## src/rtl/hb_pkg.sv

```systemverilog
package hb_pkg;

    // Launch group of a bank: which phase value lets it start an access.
    typedef enum logic {
        GRP_EVEN = 1'b0,
        GRP_ODD  = 1'b1
    } hb_grp_e;

    function automatic hb_grp_e grp_of(input int idx);
        return (idx % 2 == 0) ? GRP_EVEN : GRP_ODD;
    endfunction

endpackage

```

## src/rtl/hb_decode.sv

```systemverilog
module hb_decode #(
    parameter int N_BANKS    = 4,
    parameter int SET_W      = 4,
    parameter int LINE_WORDS = 4,
    localparam int LW_BITS   = $clog2(LINE_WORDS),
    localparam int WADDR_W   = SET_W + LW_BITS,
    localparam int BSEL_W    = $clog2(N_BANKS),
    localparam int DROW_W    = WADDR_W - BSEL_W,
    localparam int TROW_W    = SET_W - 1
) (
    input  logic [WADDR_W-1:0] waddr,
    output logic [BSEL_W-1:0]  dbank,
    output logic [DROW_W-1:0]  drow,
    output logic               tbank,
    output logic [TROW_W-1:0]  trow
);

    // Word interleave: low bits pick the data bank, the rest the row.
    assign dbank = waddr[BSEL_W-1:0];
    assign drow  = waddr[WADDR_W-1:BSEL_W];

    // Lowest set-index bit picks the tag bank, upper set bits the row.
    assign tbank = waddr[LW_BITS];
    assign trow  = waddr[WADDR_W-1:LW_BITS+1];

endmodule

```

## src/rtl/hb_bank.sv

```systemverilog
module hb_bank
    import hb_pkg::*;
#(
    parameter int      W      = 32,
    parameter int      DEPTH  = 16,
    parameter hb_grp_e GROUP  = GRP_EVEN,
    localparam int     ROW_W  = $clog2(DEPTH)
) (
    input  logic             clk,
    input  logic             rst_n,
    input  logic             phase,
    input  logic             start,
    input  logic             wr,
    input  logic [ROW_W-1:0] row,
    input  logic [W-1:0]     wdata,
    output logic             accept,
    output logic             busy,
    output logic             done,
    output logic [W-1:0]     rdata
);

    typedef struct packed {
        logic             busy;
        logic             rd;
        logic [ROW_W-1:0] row;
        logic             done;
        logic [W-1:0]     data;
    } bank_st_t;

    bank_st_t st_d, st_q;
    logic [W-1:0] mem [DEPTH];

    always_comb begin
        accept  = start && (phase == logic'(GROUP)) && !st_q.busy;
        st_d    = st_q;
        st_d.busy = accept;
        st_d.rd   = accept && !wr;
        if (accept) begin
            st_d.row = row;
        end
        // second cycle of a read: array output is captured
        st_d.done = st_q.busy && st_q.rd;
        if (st_q.busy && st_q.rd) begin
            st_d.data = mem[st_q.row];
        end
    end

    always_ff @(posedge clk or negedge rst_n) begin
        if (!rst_n) begin
            st_q <= '0;
        end else begin
            st_q <= st_d;
        end
    end

    always_ff @(posedge clk) begin
        if (accept && wr) begin
            mem[row] <= wdata;
        end
    end

    assign busy  = st_q.busy;
    assign done  = st_q.done;
    assign rdata = st_q.data;

endmodule

```

## src/rtl/hb_array.sv

```systemverilog
module hb_array
    import hb_pkg::*;
#(
    parameter int  N_BANKS    = 4,
    parameter int  LBW        = 32,
    parameter int  TAG_W      = 20,
    parameter int  SET_W      = 4,
    parameter int  LINE_WORDS = 4,
    localparam int WADDR_W    = SET_W + $clog2(LINE_WORDS),
    localparam int BSEL_W     = $clog2(N_BANKS),
    localparam int DROW_W     = WADDR_W - BSEL_W,
    localparam int DDEPTH     = 1 << DROW_W,
    localparam int TROW_W     = SET_W - 1,
    localparam int TDEPTH     = 1 << TROW_W
) (
    input  logic               clk,
    input  logic               rst_n,
    input  logic               req_valid,
    input  logic               req_write,
    input  logic [WADDR_W-1:0] req_waddr,
    input  logic [LBW-1:0]     req_wdata,
    input  logic [TAG_W-1:0]   req_wtag,
    input  logic               phase,
    output logic               req_conflict,
    output logic               rd_valid,
    output logic [LBW-1:0]     rd_data,
    output logic               tag_valid,
    output logic [TAG_W-1:0]   rd_tag,
    output logic [N_BANKS-1:0] bank_busy
);

    if (N_BANKS < 2 || (1 << BSEL_W) != N_BANKS) begin : g_bad_bank_count
        $error("hb_array: N_BANKS must be a power of two and at least 2");
    end

    logic [BSEL_W-1:0] dbank;
    logic [DROW_W-1:0] drow;
    logic              tbank;
    logic [TROW_W-1:0] trow;

    hb_decode #(
        .N_BANKS   (N_BANKS),
        .SET_W     (SET_W),
        .LINE_WORDS(LINE_WORDS)
    ) u_decode (
        .waddr(req_waddr),
        .dbank(dbank),
        .drow (drow),
        .tbank(tbank),
        .trow (trow)
    );

    logic [N_BANKS-1:0] d_acc, d_done;
    logic [LBW-1:0]     d_rdata [N_BANKS];
    logic [1:0]         t_acc, t_busy, t_done;
    logic [TAG_W-1:0]   t_rdata [2];

    for (genvar b = 0; b < N_BANKS; b++) begin : g_data
        hb_bank #(
            .W    (LBW),
            .DEPTH(DDEPTH),
            .GROUP(grp_of(b))
        ) u_bank (
            .clk   (clk),
            .rst_n (rst_n),
            .phase (phase),
            .start (req_valid && (dbank == BSEL_W'(b))),
            .wr    (req_write),
            .row   (drow),
            .wdata (req_wdata),
            .accept(d_acc[b]),
            .busy  (bank_busy[b]),
            .done  (d_done[b]),
            .rdata (d_rdata[b])
        );
    end

    for (genvar t = 0; t < 2; t++) begin : g_tag
        hb_bank #(
            .W    (TAG_W),
            .DEPTH(TDEPTH),
            .GROUP(grp_of(t))
        ) u_bank (
            .clk   (clk),
            .rst_n (rst_n),
            .phase (phase),
            .start (req_valid && (tbank == 1'(t))),
            .wr    (req_write),
            .row   (trow),
            .wdata (req_wtag),
            .accept(t_acc[t]),
            .busy  (t_busy[t]),
            .done  (t_done[t]),
            .rdata (t_rdata[t])
        );
    end

    assign req_conflict = req_valid && !(|d_acc);

    // At most one bank of each kind finishes per cycle: OR-select.
    always_comb begin
        rd_valid = |d_done;
        rd_data  = '0;
        for (int b = 0; b < N_BANKS; b++) begin
            if (d_done[b]) begin
                rd_data = rd_data | d_rdata[b];
            end
        end
        tag_valid = |t_done;
        rd_tag    = '0;
        for (int t = 0; t < 2; t++) begin
            if (t_done[t]) begin
                rd_tag = rd_tag | t_rdata[t];
            end
        end
    end

endmodule

```

## config.mk

```make
export PLATFORM = sky130hd
export DESIGN_NAME = hb_array
export DESIGN_NICKNAME = d
export VERILOG_FILES = /design/src/rtl/hb_pkg.sv /design/src/rtl/hb_decode.sv /design/src/rtl/hb_bank.sv /design/src/rtl/hb_array.sv
export SDC_FILE = /design/constraint.sdc
export NUM_CORES = 2
export LEC_CHECK = 0
export ABC_AREA = 1
export BUFFER_PORTS_ARGS = -buffer_cell sky130_fd_sc_hd__buf_2
export CORE_AREA = 4 4 429 431
export CTS_BUF_LIST = sky130_fd_sc_hd__clkbuf_2 sky130_fd_sc_hd__clkbuf_4 sky130_fd_sc_hd__clkbuf_8
export DETAILED_ROUTE_END_ITERATION = 12
export DIE_AREA = 0 0 433 435
export PLACE_DENSITY_LB_ADDON = 0.25
export SETUP_SLACK_MARGIN = 0.1
export SLEW_MARGIN = 10
export SYNTH_ARGS = -nofsm -noshare
export SYNTH_HDL_FRONTEND = slang
export SYNTH_SLANG_ARGS = --single-unit
```

## constraint.sdc

```tcl
create_clock -name clk -period 2.9 [get_ports clk]
set_input_delay 0.725 -clock clk [delete_from_list [all_inputs] [get_ports clk]]
set_output_delay 0.725 -clock clk [all_outputs]
set_load 0.02 [all_outputs]
```

==> impl_results.md <==
* Period minus WS final at 3.19 ns
* Yosys warnings at 0
* Power per cell area at 725 mW/mm^2
* Async S/R FF share, synth at 0.0807
* Critical Path Source Type: flop
* Clk sinks at 2576
* Vias in the first global route at 65.5k
* Mapped cell area at 0.104 sq mm
* Die Width at 433 um
* Crit Path Max Fanout at 7
* Io pins at 122
* Largest net degree at the start of global routing at 181
* Final worst path period share at 1.10
* Gate count after technology mapping at 8829
* Clk slew on worst S/H paths at 0.06 ns
* Lkg Pwr at 44.8 nW
* Final setup fails at 44
* Most common cell in the netlist: nand2_1
* Layout cells sized above 1 at 0.132
* Antenna violations before repair at 14
* Initial DRC Count at 9151
* WS Path Type: reg2out
* GRT Total Usage at 0.299
* MaxCap Viol Count at 0
* Wire per inst at 24.0 um
* Synthesized area per cell at 11.8 sq um
* Fin util at 0.655
* Final hold vios at 0
* Main flop type after synthesis: edfxtp_1
* IO Port Bufs at 121
* First-pass GRT wire length at 419 mm
* Max Buffers Root-to-Sink at 4
* Worst path arrival time at 2.46 ns
* Post-synthesis sequential area ratio at 0.734
* Vias per cell at 5.82
* Hold crit path type: in2reg
* Root buffer cell: clkbuf_8
* Number of synthesized flops with an enable pin at 2368
* Skew-Pair Late Insertion Delay at 1.11 ns
* Max Slew Vio Count at 0
* Distinct cell type count after synthesis at 26
* Slew @ Worst Pin at 1.16 ns
* Outcome: finished with violations
* Dpl cells at 11.0k
* #FFs+latches synth at 2576
* DRT antenna net count at 0
* Total number of vias at 68.9k
* Worst VDD drop at 0.000485 V
* Post-DP HPWL at 170 mm
* Yosys top cell area share at 0.684
* RSZ-0062 raised after global routing: true
* CP required at 2.17 ns
* Syn Nets at 8892
* Area Growth Syn to Fin at 13.4%
* DRC viols at 0
* Core Area at 0.180 sq mm
* Synth cell count leaders: 3416 x nand2_1, 2368 x edfxtp_1, 1658 x nand3_1
* Setup Skew at 0.0589 ns
* Synth area leader: edfxtp_1
* Finished Layout Cells at 11.8k
* Drt pass-1 iters at 6
* Fin worst setup slack at -0.286 ns
* Total CTS buffers at 413
* Final wirelength at 285 mm
* Peak Freq at 314 MHz
* Top cells by area, synth: edfxtp_1 68%, nand2_1 12%, nand3_1 8.0%
* Rows at 156
* Starting Density at 0.577
* CTS tree: done
* Slew margin rel. at 0.224
* Crit end category: output port
* Chip Height at 435 um
* Failing checks: setup timing
* Fill cells at 13.1k
* Total power at 0.0855 W
* Routability Congestion at 0.953
* Die area at 0.188 sq mm
* Fin nets at 9206
* GR Overflow Total at 0
* H-tree levels at 5
## worst max-delay path: stages (launching register included)
cell and delay [ns]:
dfrtp_2 0.48, nand2_1 0.32, nand4_1 0.32, buf_4 0.27
## registers in the layout, indices dropped and copies added, names as in the netlist
register and cells:
g_data.u_bank.busy 4, g_data.u_bank.mem 2048, g_tag.u_bank.busy 2, g_tag.u_bank.mem 320, g_data.u_bank.rdata 128, g_data.u_bank.st_q 20, g_tag.u_bank.st_q 8, g_data.u_bank.done 4
g_tag.u_bank.done 2, g_tag.u_bank.rdata 40
## power breakdown
group	switching, W	total, W	internal [W]
registers	0.000534	0.0415	0.0409
logic	0.00953	0.0131	0.00353
clock network	0.0139	0.0310	0.0171
## timing repair
action                                 in CTS  in global routing
endpoints found under the hold margin     319                  0
setup endpoints to repair                  55                 55
hold buffers                               28                  0
gates resized for setup                   116                 84
buffers inserted                           14                  2
gates cloned                                3                  3
pin swaps                                  24                 19
## per-layer routing
layer,track usage,part of all wire
met5,0,0.000046
met4,0.144,0.050
met3,0.0627,0.10
met2,0.455,0.46
met1,0.416,0.38
## cell usage in the layout, fill, tap and decap left out, types with 3 or more instances in the layout
cell and count:
nand2_1 3373, edfxtp_1 2368, nand3_1 1657, clkbuf_8 453, inv_1 194, dfrtp_1 183
buf_4 154, buf_12 143, clkbuf_4 142, o21ai_0 102, a21oi_1 80, o211ai_1 80
clkinv_1 78, buf_2 68, nor2_4 64, buf_6 48, clkinv_2 47, nand4_1 32
dlygate4sd3_1 28, nand2_2 24, nor2_1 21, a22o_1 20, nor2_2 17, nand2_4 16
dfrtp_2 13, dfrtp_4 12, bufinv_16 11, diode_2 6, clkinvlp_4 6, inv_2 5
inv_4 4, inv_6 4, buf_8 4, nand2_8 3
## through the flow
step	TNS, ns	worst slack [ns]	instance area, sq um	hold WS, ns
5_1_grt	-9.92	-0.312	118000	0.0416
3_5_place_dp	0	0.0213	109000	0.465
3_3_place_gp	-0.0500	-0.0500	109000	0.462
6_report	-6.73	-0.286	118000	0.0907
4_1_cts	-9.51	-0.323	118000	0.00835
2_1_floorplan	-369.59	-0.282	104000	0.429
## kinds of logic after synthesis
kind of cell,synth area share
and+or+nand+nor,0.209
DFF,0.734
buffers and inverters,0.0407
AOI/OAI and AO/OA,0.0162
## area by class of cell
type	instances	area [sq um]	area share
Tap cell	2370	2970	0.0251
Sequential cell	2576	76400	0.647
Antenna cell	6	15.0	0.000127
Timing Repair Buffer	449	5350	0.0453
Multi-Input combinational cell	5496	24200	0.205
Clock inverter	145	930	0.00788
Inverter	207	812	0.00688
Clock buffer	595	7300	0.0619
## path summary, 6_finish.rpt
kind	from	endpoint	cells past startpoint	slack [ns]
hold / removal	phase	g_data[2].u_bank.st_q[37]$_DFF_PN0_	4	0.09
hold reg to reg	g_data[1].u_bank.rdata[3]$_DFFE_PN0P_	g_data[1].u_bank.rdata[3]$_DFFE_PN0P_	2	0.48
min in group asynchronous	rst_n	g_tag[1].u_bank.rdata[5]$_DFFE_PN0P_	2	0.13
max in group asynchronous	rst_n	g_tag[0].u_bank.done$_DFF_PN0_	3	1.93
setup / recovery	g_data[0].u_bank.done$_DFF_PN0_	rd_data[14]	3	-0.29
setup reg to reg	g_data[0].u_bank.busy$_DFF_PN0_	g_data[0].u_bank.mem[1][31]$_DFFE_PP_	8	0.24
Note: power is estimated with default switching activity, not from simulation.
